File: src/rtl/timer_pkg.sv
// Package: shared register addresses and the mode register layout for the
// triple reload timer. Assumes a 3-bit address and an 8-bit mode register.
package timer_pkg;

    localparam logic [2:0] ADDR_MODE = 3'd0;
    localparam logic [2:0] ADDR_T1   = 3'd1;
    localparam logic [2:0] ADDR_T2   = 3'd2;
    localparam logic [2:0] ADDR_T3   = 3'd3;

    // Mode register, MSB first: bits 7:6 reserved, then sources, then output.
    typedef struct packed {
        logic [1:0] rsvd;          // bits 7:6, always zero
        logic       t1_sub;        // bit 5: timer 1 counts sub-clock edges
        logic       t3_div;        // bit 4: timer 3 counts divided tick
        logic       t2_div;        // bit 3: timer 2 counts divided tick
        logic       t2_latch_only; // bit 2: timer 2 writes go to latch only
        logic       out_en;        // bit 1: toggle output enabled
        logic       start_low;     // bit 0: output starts low when enabled
    } mode_t;

endpackage

File: src/rtl/tick_gen.sv
// tick_gen: brings the asynchronous sub-clock into the clk domain, detects
// its rising edges, and runs the divide-by-2^PRESC_BITS prescaler.
// Assumes the sub-clock is much slower than clk (each level lasts at least
// two clk cycles). Both outputs are single-cycle enables.
module tick_gen #(
    parameter int PRESC_BITS  = 4,
    parameter int SYNC_STAGES = 2
) (
    input  logic clk,
    input  logic rst_n,
    input  logic sub_clk,
    input  logic low_speed,
    output logic sub_pulse,
    output logic div_pulse
);
    localparam int SMSB = SYNC_STAGES - 1;

    logic [SMSB:0]           sync_q;
    logic                    sub_prev_q;
    logic [PRESC_BITS-1:0]   presc_q;
    logic                    presc_step;

    // Synchroniser chain and previous-level register for edge detection.
    always_ff @(posedge clk) begin
        if (!rst_n) begin
            sync_q     <= '0;
            sub_prev_q <= 1'b0;
        end else begin
            sync_q     <= {sync_q[SMSB-1:0], sub_clk};
            sub_prev_q <= sync_q[SMSB];
        end
    end

    assign sub_pulse  = sync_q[SMSB] & ~sub_prev_q;
    assign presc_step = low_speed ? sub_pulse : 1'b1;

    // Prescaler: advances per clock, or per sub-clock edge in low-speed mode.
    always_ff @(posedge clk) begin
        if (!rst_n)
            presc_q <= '0;
        else if (presc_step)
            presc_q <= presc_q + 1'b1;
    end

    assign div_pulse = presc_step && (presc_q == '1);
endmodule

File: src/rtl/reload_counter.sv
// reload_counter: a down-counter with a separate reload latch. On a tick at
// zero it reloads and pulses underflow for one cycle. load_both writes the
// counter and the latch; load_latch writes the latch only. Assumes load_both
// and load_latch are never high together.
module reload_counter #(
    parameter int W = 8
) (
    input  logic         clk,
    input  logic         rst_n,
    input  logic         tick,
    input  logic         load_both,
    input  logic         load_latch,
    input  logic [W-1:0] wdata,
    output logic [W-1:0] count,
    output logic [W-1:0] latch_q,
    output logic         underflow
);
    logic [W-1:0] reload_val;
    logic         at_zero;

    assign at_zero    = (count == '0);
    assign reload_val = load_latch ? wdata : latch_q;

    // Reload latch: updated by either kind of write.
    always_ff @(posedge clk) begin
        if (!rst_n)
            latch_q <= '0;
        else if (load_both || load_latch)
            latch_q <= wdata;
    end

    // Counter: a direct write wins over counting; a tick decrements or reloads.
    always_ff @(posedge clk) begin
        if (!rst_n)
            count <= '0;
        else if (load_both)
            count <= wdata;
        else if (tick)
            count <= at_zero ? reload_val : count - 1'b1;
    end

    // Underflow pulse: one cycle, registered alongside the reload.
    always_ff @(posedge clk) begin
        if (!rst_n)
            underflow <= 1'b0;
        else
            underflow <= tick && at_zero && !load_both;
    end
endmodule

File: src/rtl/triple_reload_timer.sv
// triple_reload_timer: three reload timers sharing one mode register.
// Timer 1 counts the divided tick or sub-clock edges; timers 2 and 3 count
// timer 1 underflows or the divided tick. Timer 2 drives a toggle output.
// Assumes single-cycle wr_en strobes; rdata is combinational.
module triple_reload_timer
    import timer_pkg::*;
#(
    parameter int W           = 8,
    parameter int PRESC_BITS  = 4,
    parameter int SYNC_STAGES = 2
) (
    input  logic         clk,
    input  logic         rst_n,
    input  logic [2:0]   addr,
    input  logic         wr_en,
    input  logic [W-1:0] wdata,
    output logic [W-1:0] rdata,
    input  logic         sub_clk,
    input  logic         low_speed,
    output logic         tout
);
    mode_t        mode_q;
    logic         sub_pulse, div_pulse;
    logic         t1_tick, t2_tick, t3_tick;
    logic         t1_uf, t2_uf, t3_uf;
    logic [W-1:0] t1_count, t2_count, t3_count;
    logic [W-1:0] t1_latch, t2_latch, t3_latch;
    logic         wr_mode, wr_t1, wr_t2, wr_t3;
    logic         parity_q;

    assign wr_mode = wr_en && (addr == ADDR_MODE);
    assign wr_t1   = wr_en && (addr == ADDR_T1);
    assign wr_t2   = wr_en && (addr == ADDR_T2);
    assign wr_t3   = wr_en && (addr == ADDR_T3);

    // Mode register: reserved bits are forced to zero on write.
    always_ff @(posedge clk) begin
        if (!rst_n)
            mode_q <= '0;
        else if (wr_mode)
            mode_q <= mode_t'({2'b00, wdata[5:0]});
    end

    tick_gen #(
        .PRESC_BITS  (PRESC_BITS),
        .SYNC_STAGES (SYNC_STAGES)
    ) u_ticks (
        .clk       (clk),
        .rst_n     (rst_n),
        .sub_clk   (sub_clk),
        .low_speed (low_speed),
        .sub_pulse (sub_pulse),
        .div_pulse (div_pulse)
    );

    assign t1_tick = mode_q.t1_sub ? sub_pulse : div_pulse;
    assign t2_tick = mode_q.t2_div ? div_pulse : t1_uf;
    assign t3_tick = mode_q.t3_div ? div_pulse : t1_uf;

    reload_counter #(.W(W)) u_t1 (
        .clk (clk), .rst_n (rst_n), .tick (t1_tick),
        .load_both (wr_t1), .load_latch (1'b0), .wdata (wdata),
        .count (t1_count), .latch_q (t1_latch), .underflow (t1_uf)
    );

    reload_counter #(.W(W)) u_t2 (
        .clk (clk), .rst_n (rst_n), .tick (t2_tick),
        .load_both (wr_t2 && !mode_q.t2_latch_only),
        .load_latch (wr_t2 && mode_q.t2_latch_only), .wdata (wdata),
        .count (t2_count), .latch_q (t2_latch), .underflow (t2_uf)
    );

    reload_counter #(.W(W)) u_t3 (
        .clk (clk), .rst_n (rst_n), .tick (t3_tick),
        .load_both (wr_t3), .load_latch (1'b0), .wdata (wdata),
        .count (t3_count), .latch_q (t3_latch), .underflow (t3_uf)
    );

    // Toggle parity: cleared while disabled, flips on each timer 2 underflow.
    always_ff @(posedge clk) begin
        if (!rst_n)
            parity_q <= 1'b0;
        else if (!mode_q.out_en)
            parity_q <= 1'b0;
        else if (t2_uf)
            parity_q <= ~parity_q;
    end

    assign tout = mode_q.out_en & (parity_q ^ ~mode_q.start_low);

    // Read mux for the register map.
    always_comb begin
        case (addr)
            ADDR_MODE: rdata = W'(mode_q);
            ADDR_T1:   rdata = t1_count;
            ADDR_T2:   rdata = t2_count;
            ADDR_T3:   rdata = t3_count;
            default:   rdata = '0;
        endcase
    end
endmodule

File: config.mk
export PLATFORM = sky130hd
export DESIGN_NAME = triple_reload_timer
export DESIGN_NICKNAME = d
export VERILOG_FILES = /design/src/rtl/timer_pkg.sv /design/src/rtl/tick_gen.sv /design/src/rtl/reload_counter.sv /design/src/rtl/triple_reload_timer.sv
export SDC_FILE = /design/constraint.sdc
export NUM_CORES = 1
export LEC_CHECK = 0
export ABC_AREA = 1
export BUFFER_PORTS_ARGS = -buffer_cell sky130_fd_sc_hd__clkbuf_2
export CELL_PAD_IN_SITES_DETAIL_PLACEMENT = 1
export CELL_PAD_IN_SITES_GLOBAL_PLACEMENT = 1
export CORE_ASPECT_RATIO = 1.4
export CORE_MARGIN = 1
export CORE_UTILIZATION = 46
export DETAILED_ROUTE_END_ITERATION = 8
export PLACE_DENSITY = 0.94
export SYNTH_ARGS = -nofsm -noshare
export SYNTH_HDL_FRONTEND = slang
export SYNTH_SLANG_ARGS = --single-unit
File: constraint.sdc
create_clock -name clk -period 3.3 [get_ports clk]
set_input_delay 0.66 -clock clk [delete_from_list [all_inputs] [get_ports clk]]
set_output_delay 0.66 -clock clk [all_outputs]
set_load 0.02 [all_outputs]
# == Yosys cells after proc, flatten, opt, wreduce, memory -nomap -nowiden ==
# Index checks and enable logic that the tools add are counted.
# op_classes
add_sub_neg,4
eq_ne,4
n_mux,15
n_bitwise,6
reduce_logical,23
# op_table
operator,count
8-bit two-way mux,10
8-bit case mux with 4 select lines,1
8-bit zero test,3
8-bit by 1-bit subtractor with 8-bit output (second input constant),3
1-bit logical AND,11
3-bit by 2-bit == test with 1-bit output (second input constant),2
2-bit nonzero test,3
4-bit by 1-bit adder with 4-bit output (second input constant),1
4-bit == test (second input constant),1
1-bit two-way mux,4
3-bit by 1-bit == test with 1-bit output (second input constant),1
1-bit zero test,3
3-bit zero test,1
1-bit inverter,3
1-bit AND,2
2-bit AND reduction,1
1-bit logical OR,1
1-bit XOR,1
# word_totals
regBits,64
inputBits,16
out_inout_bits,9
wordCells,70

# == Longest topological paths before layout ==
# Gate-level depths: netlist of the first run.
# depth
word_depth,7
mapped_depth,12
depth_no_buf,11

# == By module ==
# From an unflattened synthesis of the first run, not the netlist that was laid out.
# unflattened
hier_cells,620
hier_area_um2,4142.7
# by_module_without_submodules
module,instances,cells_per_inst,area_each_um2,seq_area_each_um2
reload_counter,3,144,1019.7,340.3
triple_reload_timer,1,150,798.3,140.1
tick_gen,1,38,285.3,140.1

# == Worst setup path before layout of the first run ==
# OpenSTA, ideal clock, no wires.
# synth_timing
path_kind,input to output
startpoint,input addr[1]
endpoint,output rdata[5]
t_arrival_ns,1.399
t_required_ns,2.640
path_slack_ns,1.241
path_stages,3
n_path_buf,0
path_cell_list,nor2_2 > nand2_1 > o221ai_1
# synth_via
elab_chain_cells,2
word_cells_on_any_way,5
cone_classes,eq/ne: 3; mux: 1; reduce/logical: 1
# synth_lines
item,line_no,rtl
"start, declared",triple_reload_timer.sv:14,"input logic [2:0] addr,"
"3-bit by 2-bit == test with 1-bit output, or another cell as far along",triple_reload_timer.sv:93,case (addr)
8-bit case mux with 4 select lines *,triple_reload_timer.sv:93,
"end, declared",triple_reload_timer.sv:17,"output logic [W-1:0] rdata,"
# Mark *: on every way between the ends. The rest lies on a longest branch, timed or not.

# == Worst setup path in the final report of the first run ==
# layout_timing
startpoint,input addr[0]
endpoint,output rdata[4]
# Same word-level chain as after synthesis.

==> impl_results.md, run 1 <==
- Cts bufs inserted: 9
- GR peak layer: met2
- Setup violators final: 0
- Proportion of netlist area held by the largest area contributor: 0.353
- Number of nets in the final layout: 595
- Vert. Die Dim: 107 um
- Global-route usage over all layers: 0.321
- CP Data Arrival Time: 1.82 ns
- Horiz. Die Dim: 77.1 um
- Vias after detailed routing: 3923
- Mean cell area of the mapped netlist: 6.58 sq um
- Max IR drop VDD: 0.000275 V
- Required arrival time at the worst endpoint: 2.64 ns
- WL/cell: 18.1 um
- CTS clock-pin slew for the worst setup and hold paths: 0.07 ns
- Number of global-route vias before repair: 4175
- Maximum count of clock buffers along a single path: 2
- Met3 routing resource usage after global routing: 0.0706
- Number of I/O port buffers: 24
- Count of maximum capacitance violations: 0
- Max Transition Viols Final: 0
- Count of synthesis-stage warnings from yosys: 0
- Min Clock Period, post-route: 2.48 ns
- Number of synthesized flops with an enable pin: 0
- Total clock sinks: 64
- Worst setup timing slack at the placement stage: 0.873 ns
- Primary FF master, synth: sky130_fd_sc_hd__dfxtp_1
- Area of the die: 0.00826 sq mm
- Met1 routing resource usage after global routing: 0.321
- Wirelength, routed: 12300 um
- Ratio of total power to cell area: 467 mW/mm^2
- Hold WC Path Type: reg -> reg
- Launch point of the worst path: addr[0]
- H-Tree Level Count: 3
- Final non-filler cell total: 677
- Maximum number of pins on one net before global-route repair: 40
- Maximum clock frequency: 0.403 GHz
- First-pass GRT wire length: 20100 um
- Min Hold Slack: 0.439 ns
- Routed vias/inst: 5.79
- Total nets after synthesis: 575
- Slew of the pin with the lowest slew margin: 0.581 ns
- Fraction of registers with async set or reset after synthesis: 0
- Postcts setup bufs: 0
- Aggregate negative setup slack: 0 ns
- Final Cycle Share: 0.752
- Result of the run: finished, final reports clean
- Count of hold buffers inserted by post-cts repair: 0
- # rows: 38
- Cell count after placement: 661
- Top cells by instance count after synthesis: 129 x sky130_fd_sc_hd__nand2_1, 66 x sky130_fd_sc_hd__inv_1, 64 x sky130_fd_sc_hd__dfxtp_1, 52 x sky130_fd_sc_hd__nand3_1, 47 x sky130_fd_sc_hd__nor2_1
- # DRC: 0
- Worst-Skew Late Latency: 0.36 ns
- Type of origin of the critical path: input pin
- Root buffer cell: sky130_fd_sc_hd__clkbuf_8
- Post-synth cell types: 36
- CP Class: in -> out
- Library cell with the largest summed area after synthesis: sky130_fd_sc_hd__dfxtp_1
- Type of destination of the critical path: output port
- Clock Skews: 0.0131 ns
- Total half-perimeter wirelength after legalization and detailed placement: 8880 um
- Detailed Routing Iterations Pass 1: 4
- Biggest area contributors in the synthesized netlist: sky130_fd_sc_hd__dfxtp_1 35%, sky130_fd_sc_hd__nand2_1 13%, sky130_fd_sc_hd__nand3_1 7.2%
- Max FO, Critical Path: 16
- Count of mapped cells out of synthesis: 552
- Critical-path cell list: clkbuf_2 -> inv_2 -> nand2_1 -> nor2_4 -> a22oi_1 -> o221ai_1 -> clkbuf_2
- Initial DRC count: 210
- Starting Density: 0.472
- Post-layout worst setup margin: 0.818 ns
- Met2 routing resource usage after global routing: 0.594
- Most common cell in the synthesized netlist: sky130_fd_sc_hd__nand2_1
- Slew HR: 0.612
- Unrepaired setup endpoints after global routing: false
- Congestion Overflow GR: 0
- Number of top-level pins: 25
- Core Region: 0.00770 sq mm
- Most frequent CP cell: sky130_fd_sc_hd__clkbuf_2
- Static leakage power: 1.87 nW
- Delay contributed by the slowest stage of the critical path: 0.33 ns
- Quantity of gates resized following cts: 0
- Total of flip-flops plus latches after synthesis: 64
- R2R Path Start: u_ticks.presc_q[1]
- Post-synthesis cell area: 0.00363 sq mm
- Worst path slowest cell: sky130_fd_sc_hd__nor2_4
- Hold Path Origin: u_ticks.sync_q[0]
- Fraction of layout cells with a size suffix above 1: 0.132
- Sequential cell area fraction in the yosys report: 0.353
- Global placement routability congestion: 0.957
- Count of antenna diodes in the layout: 0
- Area growth from synthesis to layout: 10.7%
- Number of antenna violations at the first check in global routing: 0
- Post-route ant nets: 0
- Final hold vios: 0
- Clock tree from TritonCTS: built
cells in the final DEF (no fill, tap or decap), types with 8 or more instances in the layout:
cell type                  netlist  final
sky130_fd_sc_hd__a21oi_1        44     44
sky130_fd_sc_hd__clkbuf_8        0     10
sky130_fd_sc_hd__inv_1          66     66
sky130_fd_sc_hd__clkbuf_2        0     24
sky130_fd_sc_hd__o21ai_1        10     10
sky130_fd_sc_hd__nand3_1        52     52
sky130_fd_sc_hd__o21ai_0        34     34
sky130_fd_sc_hd__o221ai_1        8      8
sky130_fd_sc_hd__nand2_1       129    129
sky130_fd_sc_hd__nand4_1        12     12
sky130_fd_sc_hd__dfxtp_1        64     64
sky130_fd_sc_hd__inv_2          13     13
sky130_fd_sc_hd__nor2_1         47     47
power by group:
part / leakage [nW] / total, mW / internal [mW] / switching (mW)
sequential: 0.519 / 0.814 / 0.795 / 0.0188
combinational: 1.24 / 0.296 / 0.0882 / 0.208
clock: 0.106 / 0.767 / 0.445 / 0.323
total: 1.87 / 1.88 / 1.33 / 0.549
cell type report:
type                       count  area, sq um
fill                        1072         3680
inverter                      80          303
multi-input combinational    392         1960
tap                          100          125
clock inverter                 5         80.1
timing repair buffer          25          128
sequential                    64         1280
clock buffer                  11          141
metrics by stage:
stage / util / total power [mW] / cell area (sq um)
after CTS: 0.522 / 1.88 / 4020
after global routing: 0.522 / 1.96 / 4020
final: 0.522 / 1.88 / 4020
after floorplan: - / 1.03 / 3630
after detailed placement: 0.493 / 1.12 / 3800
after global placement: 0.493 / 1.10 / 3800
worst paths after layout:
kind | end | slack, ns | cells past startpoint
setup / recovery | rdata[4] | 0.82 | 7
setup reg to reg | u_t3.count[6] | 1.36 | 8
hold reg to reg | u_ticks.sync_q[1] | 0.44 | 2
hold / removal | u_ticks.sync_q[1] | 0.44 | 2
sequential cells by signal (all words and copies together), names as in the netlist:
signal / count
mode_q: 6
parity_q: 1
u_t1.count: 8
u_t1.latch_q: 8
u_t1.underflow: 1
u_t2.count: 8
u_t2.latch_q: 8
u_t2.underflow: 1
u_t3.count: 8
u_t3.latch_q: 8
u_ticks.presc_q: 4
u_ticks.sub_prev_q: 1
u_ticks.sync_q: 2
critical path, delay by kind of cell:
family                 cells  cell delay (ns)
buffers and inverters      3             0.42
AOI/OAI and AO/OA          2             0.32
and+or+nand+nor            2             0.41
cells by family (layout without fill, tap and decap cells):
family          Yosys count  after routing  synth area share
flops                    64             64             0.353
buf+inv                  96            121             0.107
fa+ha+maj                 7              7            0.0241
xor+xnor                  4              4           0.00964
compound gates          113            113             0.176
simple gates            268            268             0.331
per-layer routing:
| layer | share of wire | vias to the layer above |
|---|---|---|
| met3 | 0.038 | 57 |
| li1 | - | 1858 |
| met1 | 0.38 | 1895 |
| met2 | 0.53 | 113 |
| met4 | 0.055 | 0 |
| met5 | 0 | - |
(Power assumes the default switching activity.)
==> inputs of run 2 (changes only) <==
--- a/config.mk
+++ b/config.mk
@@ -11,9 +11,9 @@
 export CELL_PAD_IN_SITES_GLOBAL_PLACEMENT = 1
 export CORE_ASPECT_RATIO = 1.4
 export CORE_MARGIN = 1
-export CORE_UTILIZATION = 46
+export CORE_UTILIZATION = 43
 export DETAILED_ROUTE_END_ITERATION = 8
-export PLACE_DENSITY = 0.94
+export PLACE_DENSITY = 0.89
 export SYNTH_ARGS = -nofsm -noshare
 export SYNTH_HDL_FRONTEND = slang
 export SYNTH_SLANG_ARGS = --single-unit
==> constraint.sdc (replaced) <==
create_clock -name clk -period 2.3 [get_ports clk]
set_input_delay 0.46 -clock clk [delete_from_list [all_inputs] [get_ports clk]]
set_output_delay 0.46 -clock clk [all_outputs]
set_load 0.02 [all_outputs]
==> run 2 against run 1 <==
  * Clock power is 90% higher
  * Largest power group is now the clock network
  * Clock skew is 0.0074 ns lower
  * Critical path type unchanged
  * Power is 63% higher
  * Cell count is 0.89% higher
==> impl_results.md, run 2 (synthesis gave the netlist of run 1 again) <==
- Result of the run: finished, final reports clean (unchanged)
- Slew HR: 0.628 (was 0.612)
- Register-to-register setup slack: 0.52 ns (was 1.36 ns)
- Type of origin of the critical path: input pin (unchanged)
- Ratio of total power to cell area: 737 mW/mm^2 (was 467 mW/mm^2)
- Design area: 0.00415 sq mm (was 0.00402 sq mm)
- Capturing instance or port of the critical path: rdata[2] (was rdata[4])
- Max Transition Viols Final: 0 (unchanged)
- Wirelength, routed: 12400 um (was 12300 um)
- R2R Path Start: u_ticks.presc_q[1] (unchanged)
- H-Tree Level Count: 3 (unchanged)
- # rows: 39 (was 38)
- Maximum clock frequency: 0.489 GHz
- Commonest non-fill, non-tap cell in the layout: sky130_fd_sc_hd__nand2_1 (unchanged)
- WL/cell: 18.1 um (about the same)
- Number of global-route vias before repair: 4162 (was 4175)
- Final Cycle Share: 0.889
- Vert. Die Dim: 111 um (was 107 um)
- Max IR drop VDD: 0.000467 V (was 0.000275 V)
- Required arrival time at the worst endpoint: 1.84 ns (was 2.64 ns)
- Count of antenna diodes in the layout: 0 (unchanged)
- Min Hold Slack: 0.332 ns (was 0.439 ns)
- First-pass GRT wire length: 20100 um (about the same)
- Launch point of the worst path: addr[0] (unchanged)
- Type of destination of the critical path: output port (unchanged)
- Number of antenna violations at the first check in global routing: 0 (unchanged)
- Detailed Routing Iterations Pass 1: 4 (unchanged)
- Aggregate negative setup slack: 0 ns (unchanged)
- Core Region: 0.00820 sq mm (was 0.00770 sq mm)
- Initial DRC count: 178 (was 210)
- Area of the die: 0.00883 sq mm (was 0.00826 sq mm)
- Final hold vios: 0 (unchanged)
- Count of filler cells inserted in the layout: 1102 (was 1072)
- CP Class: in -> out (unchanged)
- Worst setup timing slack at the placement stage: 0.277 ns (was 0.873 ns)
- Capturing point of the worst reg2reg path: u_t3.count[7] (was u_t3.count[6])
- Total clock sinks: 64 (unchanged)
- Fraction of layout cells with a size suffix above 1: 0.134 (was 0.132)
- Routed vias/inst: 5.72 (was 5.79)
- Count of maximum capacitance violations: 0 (unchanged)
- Number of I/O port buffers: 24 (unchanged)
- Root buffer cell: sky130_fd_sc_hd__clkbuf_16 (was sky130_fd_sc_hd__clkbuf_8)
- Final non-filler cell total: 683 (was 677)
- Number of nets in the final layout: 599 (was 595)
- Unrepaired setup endpoints after global routing: false (unchanged)
- # DRC: 0 (unchanged)
- Number of cells on the worst reg-to-reg path: 8 (unchanged)
- Starting Density: 0.443 (was 0.472)
- Area growth from synthesis to layout: 14.2% (was 10.7%)
- CTS clock-pin slew for the worst setup and hold paths: 0.05 ns (was 0.07 ns)
- Sequential cell area: 0.00128 sq mm (unchanged)
- Most frequent cells in the layout: 129 x sky130_fd_sc_hd__nand2_1, 66 x sky130_fd_sc_hd__inv_1, 64 x sky130_fd_sc_hd__dfxtp_1 (unchanged)
- Postcts setup bufs: 0 (unchanged)
- Global-route usage over all layers: 0.301 (was 0.321)
- Cell count after placement: 667 (was 661)
- Slew of the pin with the lowest slew margin: 0.557 ns (was 0.581 ns)
- Total half-perimeter wirelength after legalization and detailed placement: 9050 um (was 8880 um)
- Clock Skews: 0.00570 ns (was 0.0131 ns)
- CP Data Arrival Time: 1.58 ns (was 1.82 ns)
- Max FO, Critical Path: 16 (unchanged)
- Count of hold buffers inserted by post-cts repair: 0 (unchanged)
- Cts bufs inserted: 9 (unchanged)
- Cell area after placement: 0.00383 sq mm (was 0.00380 sq mm)
- Post-layout worst setup margin: 0.256 ns (was 0.818 ns)
- Congestion Overflow GR: 0 (unchanged)
- Worst-Skew Late Latency: 0.33 ns (was 0.36 ns)
- Horiz. Die Dim: 79.7 um (was 77.1 um)
- Clock tree from TritonCTS: built (unchanged)
- Post-route ant nets: 0 (unchanged)
- Quantity of gates resized following cts: 0 (unchanged)
- Number of top-level pins: 25 (unchanged)
- Maximum count of clock buffers along a single path: 2 (unchanged)
- Hold WC Path Type: in -> reg (was reg -> reg)
- Global placement routability congestion: 0.939 (was 0.957)
- Static leakage power: 1.94 nW (was 1.87 nW)
- Multi-input combinational cell area: 0.00196 sq mm (unchanged)
- Min Clock Period, post-route: 2.04 ns
- Setup violators final: 0 (unchanged)
- Vias after detailed routing: 3907 (was 3923)
- Maximum number of pins on one net before global-route repair: 40 (unchanged)
-- run 2: changes by cell type in the layout (fill, tap and decap cells not counted), sizes merged --
cell / delta
buf: +4
clkbuf: +2
clkinvlp: -2
-- run 2: layout make-up --
class / instances / area share
multi-input combinational: 392 / 0.473
inverter: 80 / 0.0730
sequential: 64 / 0.309
tap: 102 / 0.0308
clock inverter: 3 / 0.0157
clock buffer: 13 / 0.0603
timing repair buffer: 29 / 0.0380
-- run 2: metrics by stage --
step                power (mW)   util
floorplan                 1.48      -
global placement          1.58  0.467
detailed placement        1.61  0.467
CTS                       3.06  0.506
global route              3.17  0.506
finish                    3.06  0.506
-- run 2: worst min path at each step --
stage | cells after the start | slack [ns] | end | startpoint
after global placement | 2 | 0.41 | u_ticks.sync_q[1] | u_ticks.sync_q[0]
after floorplan | 2 | 0.39 | u_ticks.sync_q[1] | u_ticks.sync_q[0]
after global routing | 3 | 0.34 | u_ticks.sync_q[0] | sub_clk
final | 3 | 0.33 | u_ticks.sync_q[0] | sub_clk
after detailed placement | 2 | 0.41 | u_ticks.sync_q[1] | u_ticks.sync_q[0]
after CTS | 3 | 0.33 | u_ticks.sync_q[0] | sub_clk
-- run 2: power breakdown --
part           switching, mW  internal (mW)
logic                  0.291          0.132
registers             0.0289           1.14
clock network          0.487          0.977
-- run 2: layer usage --
metal / share of wire / GRT usage / vias up
met4: 0.043 / 0.165 / 0
met2: 0.53 / 0.539 / 91
met5: 0 / 0 / -
met1: 0.39 / 0.322 / 1913
li1: - / - / 1860
met3: 0.038 / 0.0560 / 43
-- run 2: worst max-delay path, stage by stage --
cell	delay [ns]
sky130_fd_sc_hd__clkbuf_2	0.13
sky130_fd_sc_hd__inv_2	0.08
sky130_fd_sc_hd__nand2_1	0.08
sky130_fd_sc_hd__nor2_4	0.34
sky130_fd_sc_hd__a22oi_1	0.17
sky130_fd_sc_hd__o221ai_1	0.11
sky130_fd_sc_hd__clkbuf_2	0.21
